## config.mk

```make
export PLATFORM = sky130hd
export DESIGN_NAME = i2c_ctrl_slave
export DESIGN_NICKNAME = d
export VERILOG_FILES = /design/src/rtl/i2c_ctrl_pkg.sv /design/src/rtl/i2c_in_sync.sv /design/src/rtl/i2c_bus_engine.sv /design/src/rtl/ctrl_regfile.sv /design/src/rtl/i2c_ctrl_slave.sv
export SDC_FILE = /design/constraint.sdc
export NUM_CORES = 1
export LEC_CHECK = 0
export BUFFER_PORTS_ARGS = -buffer_cell sky130_fd_sc_hd__clkbuf_2
export CAP_MARGIN = 20
export CORE_MARGIN = 1.5
export CORE_UTILIZATION = 60
export CTS_CLUSTER_DIAMETER = 50
export DETAILED_ROUTE_END_ITERATION = 10
export PLACE_DENSITY_LB_ADDON = 0.2
export SLEW_MARGIN = 30
export SYNTH_ARGS = -nofsm -noshare
export SYNTH_HDL_FRONTEND = slang
export SYNTH_SLANG_ARGS = --single-unit
```

## constraint.sdc

```tcl
create_clock -name clk -period 3.5 [get_ports clk]
set_clock_uncertainty 0.05 [all_clocks]
set_input_delay 0.35 -clock clk [delete_from_list [all_inputs] [get_ports clk]]
set_output_delay 0.35 -clock clk [all_outputs]
set_load 0.1 [all_outputs]
```

## src/rtl/i2c_ctrl_pkg.sv

```systemverilog
package i2c_ctrl_pkg;
    typedef enum logic [2:0] {
        ST_IDLE, ST_ADDR, ST_ADDR_ACK, ST_WR, ST_WR_ACK, ST_RD, ST_RD_ACK
    } bus_st_e;

    localparam logic [6:0] BASE_ADDR = 7'h60;
endpackage

```

## src/rtl/i2c_in_sync.sv

```systemverilog
module i2c_in_sync #(
    parameter int W = 2
) (
    input  logic         clk,
    input  logic         rst_n,
    input  logic [W-1:0] d_i,
    output logic [W-1:0] q_o
);
    for (genvar g = 0; g < W; g++) begin : g_bit
        logic meta_q, sync_q;
        always_ff @(posedge clk or negedge rst_n) begin
            if (!rst_n) begin
                meta_q <= 1'b1;
                sync_q <= 1'b1;
            end else begin
                meta_q <= d_i[g];
                sync_q <= meta_q;
            end
        end
        assign q_o[g] = sync_q;
    end
endmodule

```

## src/rtl/i2c_bus_engine.sv

```systemverilog
module i2c_bus_engine
    import i2c_ctrl_pkg::*;
#(
    parameter int NREG  = 4,
    parameter int IDX_W = $clog2(NREG + 1)
) (
    input  logic             clk,
    input  logic             rst_n,
    input  logic             scl_s,
    input  logic             sda_s,
    input  logic [1:0]       addr_sel,
    input  logic [7:0]       status,
    output logic             sda_oe,
    output logic             wr_en,
    output logic [IDX_W-1:0] wr_idx,
    output logic [7:0]       wr_data
);
    localparam logic [IDX_W-1:0] LAST_IDX = IDX_W'(NREG);

    typedef struct packed {
        bus_st_e          st;
        logic             scl_p;
        logic             sda_p;
        logic [3:0]       cnt;
        logic [7:0]       sr;
        logic [IDX_W-1:0] idx;
        logic [IDX_W-1:0] widx;
        logic             rw;
        logic             ack;
        logic             oe;
        logic             we;
    } eng_t;

    eng_t q_q, n_d;
    logic rise, fall, start_c, stop_c;

    assign rise    = scl_s & ~q_q.scl_p;
    assign fall    = ~scl_s & q_q.scl_p;
    assign start_c = scl_s & q_q.scl_p & q_q.sda_p & ~sda_s;
    assign stop_c  = scl_s & q_q.scl_p & ~q_q.sda_p & sda_s;

    always_comb begin
        n_d       = q_q;
        n_d.scl_p = scl_s;
        n_d.sda_p = sda_s;
        n_d.we    = 1'b0;
        if (start_c) begin
            n_d.st  = ST_ADDR;
            n_d.cnt = '0;
            n_d.idx = '0;
            n_d.oe  = 1'b0;
        end else if (stop_c) begin
            n_d.st = ST_IDLE;
            n_d.oe = 1'b0;
        end else begin
            unique case (q_q.st)
                ST_ADDR: begin
                    if (rise) begin
                        n_d.sr  = {q_q.sr[6:0], sda_s};
                        n_d.cnt = q_q.cnt + 4'd1;
                    end else if (fall && q_q.cnt == 4'd8) begin
                        if (q_q.sr[7:1] == (BASE_ADDR | {5'd0, addr_sel})) begin
                            n_d.st = ST_ADDR_ACK;
                            n_d.rw = q_q.sr[0];
                            n_d.oe = 1'b1;
                        end else begin
                            n_d.st = ST_IDLE;
                        end
                    end
                end
                ST_ADDR_ACK: begin
                    if (fall) begin
                        n_d.cnt = '0;
                        if (q_q.rw) begin
                            n_d.st = ST_RD;
                            n_d.sr = status;
                            n_d.oe = ~status[7];
                        end else begin
                            n_d.st = ST_WR;
                            n_d.oe = 1'b0;
                        end
                    end
                end
                ST_WR: begin
                    if (rise) begin
                        n_d.sr  = {q_q.sr[6:0], sda_s};
                        n_d.cnt = q_q.cnt + 4'd1;
                    end else if (fall && q_q.cnt == 4'd8) begin
                        n_d.st   = ST_WR_ACK;
                        n_d.oe   = 1'b1;
                        n_d.widx = q_q.idx;
                        if (q_q.idx < LAST_IDX) begin
                            n_d.we  = 1'b1;
                            n_d.idx = q_q.idx + 1'b1;
                        end
                    end
                end
                ST_WR_ACK: begin
                    if (fall) begin
                        n_d.st  = ST_WR;
                        n_d.oe  = 1'b0;
                        n_d.cnt = '0;
                    end
                end
                ST_RD: begin
                    if (fall) begin
                        if (q_q.cnt == 4'd7) begin
                            n_d.st = ST_RD_ACK;
                            n_d.oe = 1'b0;
                        end else begin
                            n_d.cnt = q_q.cnt + 4'd1;
                            n_d.sr  = {q_q.sr[6:0], 1'b0};
                            n_d.oe  = ~q_q.sr[6];
                        end
                    end
                end
                ST_RD_ACK: begin
                    if (rise) begin
                        n_d.ack = ~sda_s;
                    end else if (fall) begin
                        if (q_q.ack) begin
                            n_d.st  = ST_RD;
                            n_d.cnt = '0;
                            n_d.sr  = status;
                            n_d.oe  = ~status[7];
                        end else begin
                            n_d.st = ST_IDLE;
                            n_d.oe = 1'b0;
                        end
                    end
                end
                default: n_d.st = ST_IDLE;
            endcase
        end
    end

    always_ff @(posedge clk or negedge rst_n) begin
        if (!rst_n) begin
            q_q       <= '0;
            q_q.st    <= ST_IDLE;
            q_q.scl_p <= 1'b1;
            q_q.sda_p <= 1'b1;
        end else begin
            q_q <= n_d;
        end
    end

    assign sda_oe  = q_q.oe;
    assign wr_en   = q_q.we;
    assign wr_idx  = q_q.widx;
    assign wr_data = q_q.sr;

    AST_DRIVE_ON_SCL_LOW: assert property (@(posedge clk) disable iff (!rst_n)
        $rose(q_q.oe) |-> !$past(scl_s));
    AST_IDLE_RELEASED: assert property (@(posedge clk) disable iff (!rst_n)
        (q_q.st == ST_IDLE) |-> !q_q.oe);
    AST_NACK_ENDS_READ: assert property (@(posedge clk) disable iff (!rst_n)
        (q_q.st == ST_RD_ACK && fall && !q_q.ack && !start_c && !stop_c)
        |=> (q_q.st == ST_IDLE && !q_q.oe));
    AST_WRITE_IN_RANGE: assert property (@(posedge clk) disable iff (!rst_n)
        q_q.we |-> (q_q.widx < LAST_IDX));
    AST_ADDR_ACK_DRIVES: assert property (@(posedge clk) disable iff (!rst_n)
        (q_q.st == ST_ADDR_ACK) |-> q_q.oe);
endmodule

```

## src/rtl/ctrl_regfile.sv

```systemverilog
module ctrl_regfile #(
    parameter int NREG  = 4,
    parameter int IDX_W = $clog2(NREG + 1)
) (
    input  logic              clk,
    input  logic              rst_n,
    input  logic              wr_en,
    input  logic [IDX_W-1:0]  wr_idx,
    input  logic [7:0]        wr_data,
    input  logic              sleep_i,
    input  logic              lock_i,
    output logic [NREG*8-1:0] regs_o,
    output logic              pwrdn_o,
    output logic [1:0]        port_pull_o,
    output logic              lock_o
);
    typedef struct packed {
        logic [NREG-1:0][7:0] regs;
        logic                 lock;
    } rf_t;

    rf_t rf_q, rf_d;

    always_comb begin
        rf_d      = rf_q;
        rf_d.lock = lock_i;
        for (int i = 0; i < NREG; i++) begin
            if (wr_en && wr_idx == IDX_W'(i)) rf_d.regs[i] = wr_data;
        end
    end

    always_ff @(posedge clk or negedge rst_n) begin
        if (!rst_n) rf_q <= '0;
        else        rf_q <= rf_d;
    end

    assign regs_o      = rf_q.regs;
    assign pwrdn_o     = sleep_i | rf_q.regs[0][0];
    assign port_pull_o = rf_q.regs[0][2:1];
    assign lock_o      = rf_q.lock;

    AST_PORT_FOLLOWS_WRITE: assert property (@(posedge clk) disable iff (!rst_n)
        (wr_en && wr_idx == '0) |=> (port_pull_o == $past(wr_data[2:1])));
    AST_SLEEP_FORCES_PD: assert property (@(posedge clk) disable iff (!rst_n)
        sleep_i |-> pwrdn_o);
endmodule

```

## src/rtl/i2c_ctrl_slave.sv

```systemverilog
module i2c_ctrl_slave #(
    parameter int NREG  = 4,
    parameter int IDX_W = $clog2(NREG + 1)
) (
    input  logic              clk,
    input  logic              rst_n,
    input  logic              scl_i,
    input  logic              sda_i,
    output logic              sda_oe_o,
    input  logic [1:0]        addr_sel_i,
    input  logic              sleep_i,
    input  logic              lock_i,
    input  logic [6:0]        status_aux_i,
    output logic [NREG*8-1:0] ctrl_regs_o,
    output logic              pwrdn_o,
    output logic [1:0]        port_pull_o,
    output logic              lock_o
);
    logic [1:0]       line_s;
    logic             wr_en;
    logic [IDX_W-1:0] wr_idx;
    logic [7:0]       wr_data;

    i2c_in_sync #(.W(2)) u_sync (
        .clk(clk), .rst_n(rst_n), .d_i({scl_i, sda_i}), .q_o(line_s)
    );

    i2c_bus_engine #(.NREG(NREG), .IDX_W(IDX_W)) u_eng (
        .clk(clk), .rst_n(rst_n), .scl_s(line_s[1]), .sda_s(line_s[0]),
        .addr_sel(addr_sel_i), .status({lock_o, status_aux_i}),
        .sda_oe(sda_oe_o), .wr_en(wr_en), .wr_idx(wr_idx), .wr_data(wr_data)
    );

    ctrl_regfile #(.NREG(NREG), .IDX_W(IDX_W)) u_rf (
        .clk(clk), .rst_n(rst_n), .wr_en(wr_en), .wr_idx(wr_idx),
        .wr_data(wr_data), .sleep_i(sleep_i), .lock_i(lock_i),
        .regs_o(ctrl_regs_o), .pwrdn_o(pwrdn_o), .port_pull_o(port_pull_o),
        .lock_o(lock_o)
    );
endmodule

```

; After elaboration in Yosys (flattened, before gate mapping)
; Index checks and enable logic that the tools add are counted.
[totals]
reg_bits = 64
output_inout_bits = 37
elab_cells = 162
[classes]
add_sub_neg = 2
magnitude_cmp = 1
eq_ne = 41
muxes = 60
bitwise = 17
n_reduce_logical = 21
[op_table]
columns = op, n
row1 = 12-bit 2-to-1 mux, 7
row2 = 3-bit 2-to-1 mux, 16
row3 = 4-bit by 1-bit inequality test with 1-bit output (second input constant), 8
row4 = 8-bit case mux with 4 select lines, 1
row5 = 1-bit 2-to-1 mux, 23
row6 = 11-bit AND reduction, 2
row7 = 20-bit 2-to-1 mux, 1
row8 = 4-bit case mux with 5 select lines, 1
row9 = 10-bit AND reduction, 2
row10 = 6-bit 2-to-1 mux, 3
row11 = 3-bit by 1-bit inequality test with 1-bit output (second input constant), 6
row12 = 3-bit case mux with 6 select lines, 1
row13 = 2-bit by 1-bit inequality test with 1-bit output (second input constant), 7
row14 = 3-bit by 2-bit equality test with 1-bit output (second input constant), 4
row15 = 4-bit inequality test (second input constant), 3
row16 = 5-bit AND reduction, 2
row17 = 3-bit equality test (second input constant), 3
row18 = 1-bit inverter, 9
row19 = 4-bit 2-to-1 mux, 2
row20 = 8-bit 2-to-1 mux, 1
row21 = 8-bit nonzero test, 1
row22 = 1-bit AND, 7
row23 = 7-bit equality test, 1
row24 = 3-bit by 1-bit equality test with 1-bit output (second input constant), 2
row25 = 19 further kinds, 29

; Depth between registers and ports, before layout
[logic_depth]
depth_word = 8
ltp_mapped = 8
depth_no_buf = 8

; Hierarchy
; From an unflattened synthesis, not the netlist that was laid out.
[hier_totals]
cells_unflattened = 245
hier_area_um2 = 3170.5
[modules_own_cells]
columns = mod, n_inst, cells_per_inst, area_each_um2
row1 = i2c_bus_engine, 1, 165, 1780.5
row2 = ctrl_regfile, 1, 74, 1270.0
row3 = i2c_in_sync, 1, 6, 120.1

; Worst setup path after synthesis
; OpenSTA, ideal clock, no wires.
[synth_path]
path_kind = reg2reg
from = register u_eng.q_q[23] (netlist name)
to = register u_eng.q_q[24] (netlist name)
setup_ns = 0.125
arrival_time_ns = 1.927
path_slack_ns = 1.398
stages_incl_launch_ff = 8
n_path_buf = 1
synth_period_minus_slack_ns = 2.102
cell_sequence = dfstp_2 buf_2 nand2b_1 nor2_1 nor4_1 or3_4 a31oi_4 mux2_2
[synth_via]
elab_chain_cells = 5
elab_cells_between_ends = 22
cone_classes = eq/ne (10) / mux (2) / bitwise (8) / reduce/logical (2)
[synth_rtl]
columns = element, line
row1 = "start, declared", i2c_bus_engine.sv:34  ; eng_t q_q, n_d;
row2 = "start signal, assigned", i2c_bus_engine.sv:144  ; q_q <= n_d;
row3 = 1-bit AND, "i2c_bus_engine.sv:39, i2c_bus_engine.sv:40"
row4 = "1-bit AND, on equally long branches (2 in series)", "i2c_bus_engine.sv:40, i2c_bus_engine.sv:39"
row5 = 4-bit inequality test (no line) (tied with other cells), --
row6 = 10-bit AND reduction (no line) / 3-bit 2-to-1 mux (equally long branches), --
; Several ways; a longest one is shown, not always the timed one.
; A chain may end at the register's enable or synchronous reset.

; Worst setup path in the final report
[layout_path]
from = register u_eng.q_q[24] (netlist name)
to = register u_eng.q_q[24] (netlist name)
[layout_via]
elab_chain_cells = 4
elab_cells_between_ends = 20
cone_classes = eq/ne (16) / mux (3) / reduce/logical (1)
[layout_rtl]
columns = element, line
row1 = 3-bit equality test (tied with other cells), i2c_bus_engine.sv:56  ; unique case (q_q.st)
row2 = 3-bit case mux with 6 select lines, i2c_bus_engine.sv:56
row3 = 3-bit 2-to-1 mux, i2c_bus_engine.sv:52  ; end else if (stop_c) begin
row4 = 3-bit 2-to-1 mux, i2c_bus_engine.sv:47  ; if (start_c) begin
; Several ways; a longest one is shown, not always the timed one.

==> run_results.csv <==
group,metric,value,unit
clock_network,cts_tree,"done",
worst_hold_path,destination_of_the_worst_hold_path,"u_sync.g_bit[1].meta_q$_DFF_PN1_",
logic_synthesis,post_synth_inst_count,260,
status,status,"complete, no violations",
power_and_ir_drop,leakagePower,1.721,nW
detailed_routing,drt_pre_antenna_iters,4,
clock_network,cts_sinks,64,
worst_setup_path,path_max_fanout,27,
logic_synthesis,synth.net_count,278,
timing,timing.final.hold_violations,0,
worst_setup_path,regToRegEndpoint,"u_eng.q_q[24]$_DFFE_PN0P_",
timing,min_period,2.397,ns
timing,worstMarginPinSlew,0.7468,ns
die,die_y,73.72,um
logic_synthesis,synth_top_area_share,48.37,%
global_routing,grt_remaining_overflow,0,
worst_hold_path,timing.hold.worst_path_depth,1,
cells_and_area,mostFrequentLayoutCell,"dfrtp_1",
worst_setup_path,required_worst_endpoint,3.68,ns
logic_synthesis,syn-cell-area,3000,sq um
clock_network,cts_htree_levels,3,
clock_network,clock_insertion_delay_at_the_later_pin_of_the_skew_report,0.34,ns
die,num_rows,25,
timing,fmax,417.2,MHz
global_routing,global_route.usage.total,25.05,%
placement,dpl.hpwl,4.255,mm
die,floorplan.die_area,5434,sq um
detailed_routing,drc,0,
worst_setup_path,critical_path.startpoint_type,"register",
logic_synthesis,yosys_most_used_dff,"dfrtp_1",
logic_synthesis,async_reset_ff_share,100.0,%
clock_network,cts_resized,0,
placement,place_area,3326,sq um
cells_and_area,fin_area,3497,sq um
cells_and_area,finalNetCount,332,
logic_synthesis,ys_ff_latch,64,
timing,timing.final.setup_violations,0,
cells_and_area,synthToLayoutAreaGrowth,16.56,%
logic_synthesis,yosys_warnings,0,
clock_network,cts-root-buf,"clkbuf_8",
power_and_ir_drop,ir_worst_vdd,0.0003326,V
die,ios,52,
logic_synthesis,yosys-top-cells-area,"dfrtp_1 (48%), mux2_2 (15%), dfstp_2 (5.3%), a21oi_1 (3.2%), nor2_1 (2.9%)",
clock_network,post-cts-setup-buffer-count,0,
die,fp.coreArea,4755,sq um
die,die_width,73.72,um
placement,pre_cts_ws,1.134,ns
flow_run,drv.max_cap_violation_count,0,
placement,routabilityCongestion,0.8990,
detailed_routing,detailroute.via_count,2168,
clock_network,numCtsBuffers,9,
timing,setup_slack,1.103,ns
clock_network,clk_pin_slew_worst_paths,0.07,ns
timing,timing.final.max_slew_violations,0,
timing,maxSlewHeadroom,50.21,%
detailed_routing,routedWlPerCell,15.69,um
cells_and_area,number_of_diodes_added_for_antenna_fixing,0,
detailed_routing,route.antenna.remaining_nets,0,
worst_setup_path,worstReg2RegStart,"u_eng.q_q[24]$_DFFE_PN0P_",
worst_hold_path,min-delay-path-class,"primary input to register",
detailed_routing,wl,6.041,mm
global_routing,first_global_vias,2080,
logic_synthesis,number_of_flops_mapped_to_enable_cells_by_yosys,0,
worst_setup_path,worst-r2r-cell-count,6,
worst_setup_path,regToRegSetupSlack,1.10,ns
worst_setup_path,timing_worst_setup_path_type,"register to register",
timing,totalNegativeSetupSlack,0,ns
power_and_ir_drop,cellPowerDensity,428.0,nW/um^2
logic_synthesis,post-synth-top-area-cell,"dfrtp_1",
cells_and_area,most-common-layout-cells,"dfrtp_1 (58), clkbuf_2 (51), mux2_2 (39)",
detailed_routing,vias_per_std_cell,5.631,
detailed_routing,drt_iter0_markers,110,
logic_synthesis,number_of_distinct_standard_cells_referenced_by_the_synthesized_netlist,48,
timing,rsz0062_at_grt,"no",
worst_setup_path,worst_ep_arrival_time,2.57,ns
timing,final_min_period_over_clock_period,68.48,%
global_routing,largest_net_degree_at_the_start_of_global_routing,47,
cells_and_area,fin_util,73.55,%
worst_hold_path,hold_path_startpoint,"scl_i",
logic_synthesis,synth_area_per_cell,11.54,sq um
global_routing,global_route_wire_length_before_repair,9.894,mm
logic_synthesis,sequential_cell_area_fraction_in_the_yosys_report,53.63,%
die,start_util,63.11,%
placement,placement.io_buffers,51,
cells_and_area,drive_gt1_share,38.99,%
clock_network,cts-root-to-sink-buffers,2,
global_routing,antenna_found_initial,0,
worst_setup_path,crit_path_end_kind,"register",
## Yosys cell counts (2+ instances only)
library cell and instances:
nand2_1 19, buf_2 5, inv_1 4, ha_1 3
nor2_1 23, nand3_1 5, mux2_2 39, nand2b_1 4
nand3b_1 3, a21oi_1 19, a211oi_1 2, xnor2_1 2
xor2_1 2, mux2i_1 8, nor3_1 4, or2_2 2
nor4bb_1 2, nor2b_1 7, buf_4 3, a31oi_1 2
dfstp_2 6, clkbuf_1 3, dfrtp_1 58, o21ai_0 11
## area by class of cell
type	instances	area (sq um)
timing repair buffer	54	280.3
fill	347	1257
tap	67	83.83
clock inverter	6	37.54
sequential	64	1609
multi-input combinational	181	1348
clock buffer	9	123.9
inverter	4	15.01
## state kept, by name (all words and copies together) (netlist names)
signal / count
u_eng.wr_en: 1
u_sync.g_bit.sync_q: 2
u_sync.g_bit.meta_q: 2
u_eng.wr_idx: 3
u_rf.port_pull_o: 2
u_eng.sda_oe: 1
u_eng.wr_data: 8
u_rf.regs_o: 30
u_rf.lock_o: 1
u_eng.q_q: 14
## kinds of logic after synthesis
| family | share of synthesized area, % |
|---|---|
| XOR/XNOR | 1.168 |
| AO/OA/AOI/OAI | 9.883 |
| flip-flops | 53.63 |
| buffers and inverters | 2.460 |
| adder cells (fa/ha/maj) | 1.251 |
| AND/OR/NAND/NOR | 14.30 |
| multiplexers | 17.31 |
## power by group
part	internal, mW	leakage (nW)	switching, mW	total, mW
logic	0.0450	0.800	0.0932	0.138
clock network	0.248	0.0769	0.280	0.528
registers	0.774	0.844	0.0566	0.831
total	1.07	1.72	0.429	1.50
## timing repair
| action | CTS | global route |
|---|---|---|
| endpoints found under the hold margin | 12 | 0 |
| endpoints found under the setup margin | 0 | 0 |
| hold buffers | 1 | 0 |
## worst max-delay path, stage by stage (launching register included)
cell     delay [ns]
dfrtp_1        0.66
nor2b_1        0.30
a32oi_1        0.22
a21oi_1        0.09
or3_4          0.41
a31oi_4        0.19
mux2_2         0.36
## worst max-delay path by stage
stage,startpoint,end,slack (ns)
after global placement,u_eng.q_q[24]$_DFFE_PN0P_,u_eng.q_q[26]$_DFFE_PN0P_,1.17
after global routing,u_eng.q_q[24]$_DFFE_PN0P_,u_eng.q_q[24]$_DFFE_PN0P_,0.98
after detailed placement,u_eng.q_q[24]$_DFFE_PN0P_,u_eng.q_q[24]$_DFFE_PN0P_,1.13
final,u_eng.q_q[24]$_DFFE_PN0P_,u_eng.q_q[24]$_DFFE_PN0P_,1.10
after CTS,u_eng.q_q[24]$_DFFE_PN0P_,u_eng.q_q[24]$_DFFE_PN0P_,1.13
after floorplan,u_eng.q_q[23]$_DFF_PN1_,u_eng.q_q[24]$_DFFE_PN0P_,1.40
## layer usage
metal  GRT usage (%)  up-vias  share of wire, %
met5               0        -                 0
met4           9.259        0               1.2
met2           37.54       60                48
li1                -     1038                 -
met1           34.24     1064                46
met3           7.956        6               5.3
## metrics by stage
stage / cells / hold slack, ns / power (mW)
5_1_grt: 385 / 0.02657 / 1.554
2_1_floorplan: 260 / 0.004409 / 0.9247
4_1_cts: 385 / 0.03744 / 1.503
3_5_place_dp: 369 / 0.2703 / 0.9808
6_report: 385 / 0.04523 / 1.497
3_3_place_gp: 369 / 0.2729 / 0.9755
Power figures use the tool's default switching activity.
